### src/rtl/addr_window_decoder.sv
module addr_window_decoder #(
  parameter int MEM_N    = 4,
  parameter int GEN_N    = 8,
  parameter int MEM_W    = 8,
  parameter int GEN_W    = 16,
  parameter int REGWIN_W = 12,
  parameter int REG_OFS  = 'h20080,
  parameter int REG_RST  = 'hD00,
  localparam int NW      = MEM_N + GEN_N + 1,
  localparam int IW      = $clog2(NW + 2)
) (
  input  logic          clk,
  input  logic          rst_n,
  input  logic          cfg_wr,
  input  logic [IW-1:0] cfg_idx,
  input  logic [31:0]   cfg_wdata,
  output logic [31:0]   cfg_rdata,
  input  logic [31:0]   bus_addr,
  input  logic          bus_wr,
  input  logic [31:0]   bus_wdata,
  output logic [NW-1:0] win_sel,
  output logic          miss,
  output logic          size_err
);
  localparam int LOW_W   = 32 - REGWIN_W;
  localparam int IDX_REG = MEM_N + GEN_N;
  localparam int IDX_EN  = IDX_REG + 1;
  localparam int IDX_ERR = IDX_REG + 2;

  logic [MEM_W-1:0]      mbase [MEM_N];
  logic [MEM_W-1:0]      msize [MEM_N];
  logic [GEN_W-1:0]      gbase [GEN_N];
  logic [GEN_W-1:0]      gsize [GEN_N];
  logic [REGWIN_W-1:0]   rbase;
  logic [NW-2:0]         wen;
  logic [NW-2:0]         hits;
  logic                  rhit;

  wire unused_bits = ^{cfg_wdata, bus_wdata};

  function automatic logic mem_ok(input logic [MEM_W-1:0] s);
    return (s != '0) && ((s & (s + 1'b1)) == '0);
  endfunction

  function automatic logic gen_ok(input logic [GEN_W-1:0] s);
    return (s != '0) && ((s & (s + 1'b1)) == '0);
  endfunction

  function automatic logic [GEN_W-1:0] gdef_base(input int i);
    case (i)
      0: return GEN_W'(16'h8000);
      1: return GEN_W'(16'hC000);
      2: return GEN_W'(16'hD800);
      3: return GEN_W'(16'hE800);
      4: return GEN_W'(16'hF000);
      5: return GEN_W'(16'hF800);
      default: return '0;
    endcase
  endfunction

  function automatic logic [GEN_W-1:0] gdef_size(input int i);
    case (i)
      0: return GEN_W'(16'h1FFF);
      2, 3, 4, 5: return GEN_W'(16'h07FF);
      default: return GEN_W'(16'h0001);
    endcase
  endfunction

  assign rhit = bus_addr[31-:REGWIN_W] == rbase;

  wire reloc = bus_wr && rhit && (bus_addr[LOW_W-1:0] == LOW_W'(REG_OFS)) &&
               !(cfg_wr && cfg_idx == IW'(IDX_REG));

  always_ff @(posedge clk or negedge rst_n) begin
    if (!rst_n) begin
      for (int i = 0; i < MEM_N; i++) begin
        mbase[i] <= MEM_W'(16 * i);
        msize[i] <= MEM_W'(8'h0F);
      end
      for (int i = 0; i < GEN_N; i++) begin
        gbase[i] <= gdef_base(i);
        gsize[i] <= gdef_size(i);
      end
      rbase    <= REGWIN_W'(REG_RST);
      wen      <= (NW-1)'(12'h3FF);
      size_err <= 1'b0;
    end else begin
      if (cfg_wr) begin
        for (int i = 0; i < MEM_N; i++)
          if (cfg_idx == IW'(i)) begin
            if (mem_ok(cfg_wdata[16+:MEM_W])) begin
              mbase[i] <= cfg_wdata[0+:MEM_W];
              msize[i] <= cfg_wdata[16+:MEM_W];
            end else size_err <= 1'b1;
          end
        for (int i = 0; i < GEN_N; i++)
          if (cfg_idx == IW'(MEM_N + i)) begin
            if (gen_ok(cfg_wdata[16+:GEN_W])) begin
              gbase[i] <= cfg_wdata[0+:GEN_W];
              gsize[i] <= cfg_wdata[16+:GEN_W];
            end else size_err <= 1'b1;
          end
        if (cfg_idx == IW'(IDX_REG)) rbase <= cfg_wdata[31-:REGWIN_W];
        if (cfg_idx == IW'(IDX_EN))  wen   <= cfg_wdata[NW-2:0];
        if (cfg_idx == IW'(IDX_ERR) && cfg_wdata[0]) size_err <= 1'b0;
      end
      if (reloc) rbase <= bus_wdata[31-:REGWIN_W];
    end
  end

  for (genvar i = 0; i < MEM_N; i++) begin : g_mem
    assign hits[i] = wen[i] &&
      ((bus_addr[31-:MEM_W] & ~msize[i]) == (mbase[i] & ~msize[i]));
  end
  for (genvar i = 0; i < GEN_N; i++) begin : g_gen
    assign hits[MEM_N+i] = wen[MEM_N+i] &&
      ((bus_addr[31-:GEN_W] & ~gsize[i]) == (gbase[i] & ~gsize[i]));
  end

  always_comb begin
    logic found;
    win_sel = '0;
    found   = rhit;
    win_sel[NW-1] = rhit;
    for (int i = 0; i < NW - 1; i++)
      if (hits[i] && !found) begin
        win_sel[i] = 1'b1;
        found = 1'b1;
      end
  end

  assign miss = !rhit && (hits == '0);

  always_comb begin
    cfg_rdata = '0;
    for (int i = 0; i < MEM_N; i++)
      if (cfg_idx == IW'(i)) begin
        cfg_rdata[0+:MEM_W]  = mbase[i];
        cfg_rdata[16+:MEM_W] = msize[i];
      end
    for (int i = 0; i < GEN_N; i++)
      if (cfg_idx == IW'(MEM_N + i)) begin
        cfg_rdata[0+:GEN_W]  = gbase[i];
        cfg_rdata[16+:GEN_W] = gsize[i];
      end
    if (cfg_idx == IW'(IDX_REG)) cfg_rdata[31-:REGWIN_W] = rbase;
    if (cfg_idx == IW'(IDX_EN))  cfg_rdata[NW-2:0] = wen;
    if (cfg_idx == IW'(IDX_ERR)) cfg_rdata[0] = size_err;
  end
endmodule


### config.mk
export PLATFORM = sky130hd
export DESIGN_NAME = addr_window_decoder
export DESIGN_NICKNAME = d
export VERILOG_FILES = /design/src/rtl/addr_window_decoder.sv
export SDC_FILE = /design/constraint.sdc
export NUM_CORES = 1
export LEC_CHECK = 0
export BUFFER_PORTS_ARGS = -buffer_cell sky130_fd_sc_hd__clkbuf_2
export CAP_MARGIN = 20
export CORE_MARGIN = 3
export CORE_UTILIZATION = 55
export DETAILED_ROUTE_END_ITERATION = 10
export PLACE_DENSITY = 0.8
export SLEW_MARGIN = 30
export SYNTH_ARGS = -nofsm -noshare
export SYNTH_HDL_FRONTEND = slang
export SYNTH_SLANG_ARGS = --single-unit
export TNS_END_PERCENT = 100
### constraint.sdc
create_clock -name clk -period 7.1 [get_ports clk]
set_input_delay 1.775 -clock clk [delete_from_list [all_inputs] [get_ports clk]]
set_output_delay 1.775 -clock clk [all_outputs]
set_load 0.01 [all_outputs]
==> summary by stage <==
Run status
The run finished with clean final reports.

CTS
Clock latency on the worst-skew pair, taken at its later pin, is 0.53 ns. TritonCTS created 38 clock buffers. The TritonCTS sink count is 345. The count of hold-fix buffers inserted at cts is 0. The clock tree from TritonCTS is built. The tree is rooted in a sky130_fd_sc_hd__clkbuf_16.

The number of setup buffers added after CTS is 0. The number of levels the H-tree was split into is 2. The number of gates resized after CTS was 0. After clock tree synthesis, the clock-pin slew on the worst setup and hold paths is 0.06 ns. The longest clock path from root to sink contains 3 buffers.

Finish
The fill cell total of the finished layout is 2531. The end-of-flow core utilization is 0.6266. The final design instance area without fill is 21270 um2.

For this run, the post-layout net count is 1717. The fraction of final layout cells with drive strength greater than 1 is 0.4407. The area growth from synthesis to layout is 10.66%.

Yosys
The total of flip-flops plus latches after synthesis is 345. By area the synthesized netlist is led by sky130_fd_sc_hd__dfrtp_1 (30%), sky130_fd_sc_hd__dfstp_2 (15%), sky130_fd_sc_hd__mux2_2 (15%). The most used flip-flop cell after synthesis is sky130_fd_sc_hd__dfrtp_1. The most area-hungry cell type in the Yosys netlist is sky130_fd_sc_hd__dfrtp_1. Synthesis instantiated 57 different standard cells from the library.

A synthesized cell averages 12.47 um2. Of the total synthesized cell area, the portion taken by AND, OR, NAND and NOR gates is 0.06457. The post-synthesis share of cell area spent on xor and xnor gates is 0.07837. Synthesis produced 1541 cells.

The number of flops mapped to enable cells by yosys is 0. Of the total synthesized cell area, the portion taken by full adders, half adders and majority gates is 0. The fraction of registers with async set/reset is 1.000. Yosys printed 0 warnings. The mux cell area share after synthesis is 0.2853. The number of nets in the synthesized netlist is 1645. After synthesis, the largest family of logic cells by area is multiplexers.

The share of the synthesized area in compound gates (AO/OA/AOI/OAI) is 0.07635. By instance count, the leading cell after synthesis is sky130_fd_sc_hd__mux2_2. The area share of the largest cell type after synthesis is 0.3020. By count the netlist is led by sky130_fd_sc_hd__mux2_2 (251), sky130_fd_sc_hd__dfrtp_1 (232), sky130_fd_sc_hd__xnor2_1 (172). The sequential-to-total area share from yosys stat is 0.4565.

The total standard cell area after synthesis is 19220 um2.

GRT
For this run, global-route usage on met1 was measured as 0.4589. The first global-routing pass estimated 93500 um of wire. The pin count of the biggest net entering global routing is 137. In the global route stage, met3 resource usage came out at 0.07991. The initial antenna violation count is 4. For this run the aggregate overflow at the end of global routing stands at 0.

The total track usage is 0.3388. The number of global-route vias before repair is 14343. The layer carrying the most global-route usage is met2.

The global-route track usage on met2 is 0.5213.

STA
Static timing analysis puts the maximum clock frequency at 158.6 MHz. In the finished design, the share of the clock period the worst path needs comes to 0.8883. The hold violation count in the final report is 0. The worst hold slack is 0.4993 ns.

Adding up every negative setup slack in the final design gives 0 ns. Setup violations remaining at the end of the flow were counted as 0. Setup repair after global routing left no endpoint under its margin. The worst relative slew slack is 0.3513. The shortest clock period the worst path allows after layout is 6.307 ns. At the pin with the least slew margin, the transition time is 0.9695 ns.

The final count of pins violating max slew came to 0. The worst setup skew after layout is 0.006991 ns.

Critical path
The master of the slowest instance on the critical path is sky130_fd_sc_hd__nor4b_1. Of all nets on the critical path, the largest fanout is 13. On the critical path the largest part of the delay comes from simple AND/OR/NAND/NOR gates. On the worst path, the slowest cell contributes a delay of 0.64 ns. The worst setup path is of the input pin to output port kind.

The worst endpoint data arrival time is 4.53 ns. The critical path goes through clkbuf_2 > xnor2_1 > o21ai_0 > nor3_1 > o211ai_1 > nand4_1 > nand2b_1 > nor4b_1 > clkbuf_2. The worst setup path is launched from an input pin. The critical path required time is 5.33 ns. Counting both buffers and inverters, the worst setup path holds a total of 2. By instance count, the cell type seen most on the critical path is sky130_fd_sc_hd__clkbuf_2. The worst setup path is captured at an output port.

Power
The analysis attributes to net switching a power of 1176 uW. The leakage component of the power is 0.009541 uW. The internal power summed over all cells is 3457 uW. The fraction of power consumed by combinational cells is 0.099. Of the total power, registers draw 0.451.

The share of power burned in the clock network is 0.450. IR analysis of the VDD net gives a maximum drop of 0.0001835 V. Power spread over the standard cell area amounts to 217.8 nW/um2. Of the total power, the share spent switching nets is 0.2539.

Route
In the routed layout, each cell is associated on average with a via count of 6.814. The initial detailed-routing violation count is 1928. The final routed wire length divided by cell count is 30.10 um. The number of nets still failing antenna checks after routing is 0.

For this run, design rule violations remaining after detail routing come to 0. For this run, the detailed router's first-pass iteration total came to 7. Summed over all layers, the routed wires come to 63000 um. For this block, the via count after detailed routing is 14262.

Die
The region available for standard cell placement spans 33950 um2. The count of boundary I/O pins is 151. The number of placement rows is 67. Measured along the x axis, the die boundary spans 193.0 um. The initial utilization of the core area, before any placement, comes to 0.5662. The floorplan step defined a die boundary enclosing 37230 um2. The die is 193.0 um tall.

Placed design
The cell area reported after detailed placement is 19950 um2. The HPWL after detailed placement is 43220 um. The count of buffers added on input and output ports is 130. The final weighted congestion of routability-driven global placement is 0.9779.

Min path
The min-delay analysis places its worst path in the category register to register.

Run
The max-capacitance violation count is 0.
## power groups by stage
| stage | registers, uW | clock network (uW) | logic (uW) |
|---|---|---|---|
| 2_1_floorplan | 2090 | 0 | 261 |
| 3_3_place_gp | 2110 | 0 | 434 |
| 3_5_place_dp | 2120 | 0 | 442 |
| 4_1_cts | 2080 | 2090 | 446 |
| 5_1_grt | 2090 | 2180 | 481 |
| 6_report | 2090 | 2090 | 460 |
## layout make-up
class | count | area (um2) | share of cell area
repair buffers | 156 | 877.1 | 0.04123
clock inverters | 9 | 120.1 | 0.005646
diodes | 2 | 5.005 | 0.0002353
multi-input cells | 1068 | 9719 | 0.4569
inverters | 4 | 15.01 | 0.0007058
flip-flops and latches | 345 | 8775 | 0.4125
well taps | 448 | 560.5 | 0.02635
clock buffers | 61 | 1201 | 0.05646
## per-stage QoR
step | setup slack (ns) | power [uW] | instances
2_1_floorplan | 1.953 | 2352 | 1541
4_1_cts | 0.8441 | 4616 | 2091
3_3_place_gp | 1.036 | 2548 | 2021
5_1_grt | 0.6860 | 4744 | 2091
3_5_place_dp | 0.9319 | 2558 | 2021
6_report | 0.7928 | 4633 | 2093
## state kept, by name (all words and copies together), names as in the netlist
signal / flops
gbase: 128
gsize: 128
mbase: 32
msize: 32
rbase: 12
wen: 12
size_err: 1
## worst register-to-register path, cell delays in order, from the launching register on
cell and delay [ns]:
sky130_fd_sc_hd__dfrtp_1 0.48, sky130_fd_sc_hd__xnor2_1 0.48, sky130_fd_sc_hd__nand4_1 0.15, sky130_fd_sc_hd__nor3_1 0.15
sky130_fd_sc_hd__buf_4 0.18, sky130_fd_sc_hd__nand2_1 0.41, sky130_fd_sc_hd__mux2i_1 0.24, sky130_fd_sc_hd__o21ai_0 0.28
## path summary, 6_finish.rpt
kind | cells after the start | slack [ns] | end | from
min reg2reg | 2 | 0.50 | msize[1] | msize[1]
min in group asynchronous | 1 | 1.27 | gsize[108] | rst_n
max reg2reg | 7 | 4.63 | rbase[2] | rbase[3]
min | 2 | 0.50 | msize[1] | msize[1]
max in group asynchronous | 2 | 4.41 | gsize[102] | rst_n
max | 9 | 0.79 | win_sel[8] | bus_addr[30]
## placed cells by master (no fill, tap or decap), drive strengths merged, types with 3 or more instances in the layout
cell	synthesis	routed
nor3b	3	3
nand3	22	22
nor3	19	19
clkinv	0	6
mux2	325	325
clkbuf	41	188
nand2b	12	12
inv	4	4
xnor2	172	172
nor4	11	11
nor2	66	66
nand4	7	7
mux2i	36	36
nand2	77	77
dfrtp	232	232
buf	83	29
nor2b	8	8
mux4	54	54
and2	4	4
or2	5	5
dfstp	113	113
o2111ai	4	4
a22o	15	15
and3	5	5
o22ai	74	74
o21ai	66	66
o22a	11	11
a21oi	30	30
bufinv	0	3
o211ai	7	7
a22oi	10	10
a31oi	6	6
nor4b	4	4
## routing by layer
layer / share of wire / routed length [um]
met5: 0.00024 / 15
met4: 0.060 / 3807
met3: 0.11 / 7047
met2: 0.45 / 28110
met1: 0.38 / 24020
## cells by family (layout without fill, tap and decap cells)
family	Yosys count	count (layout)
muxes	415	415
DFF	345	345
and+or+nand+nor	248	248
AOI/OAI and AO/OA	233	233
xor gates and xnor gates	172	172
buffers and inverters	128	230
other	0	2
Power figures use the tool's default switching activity.
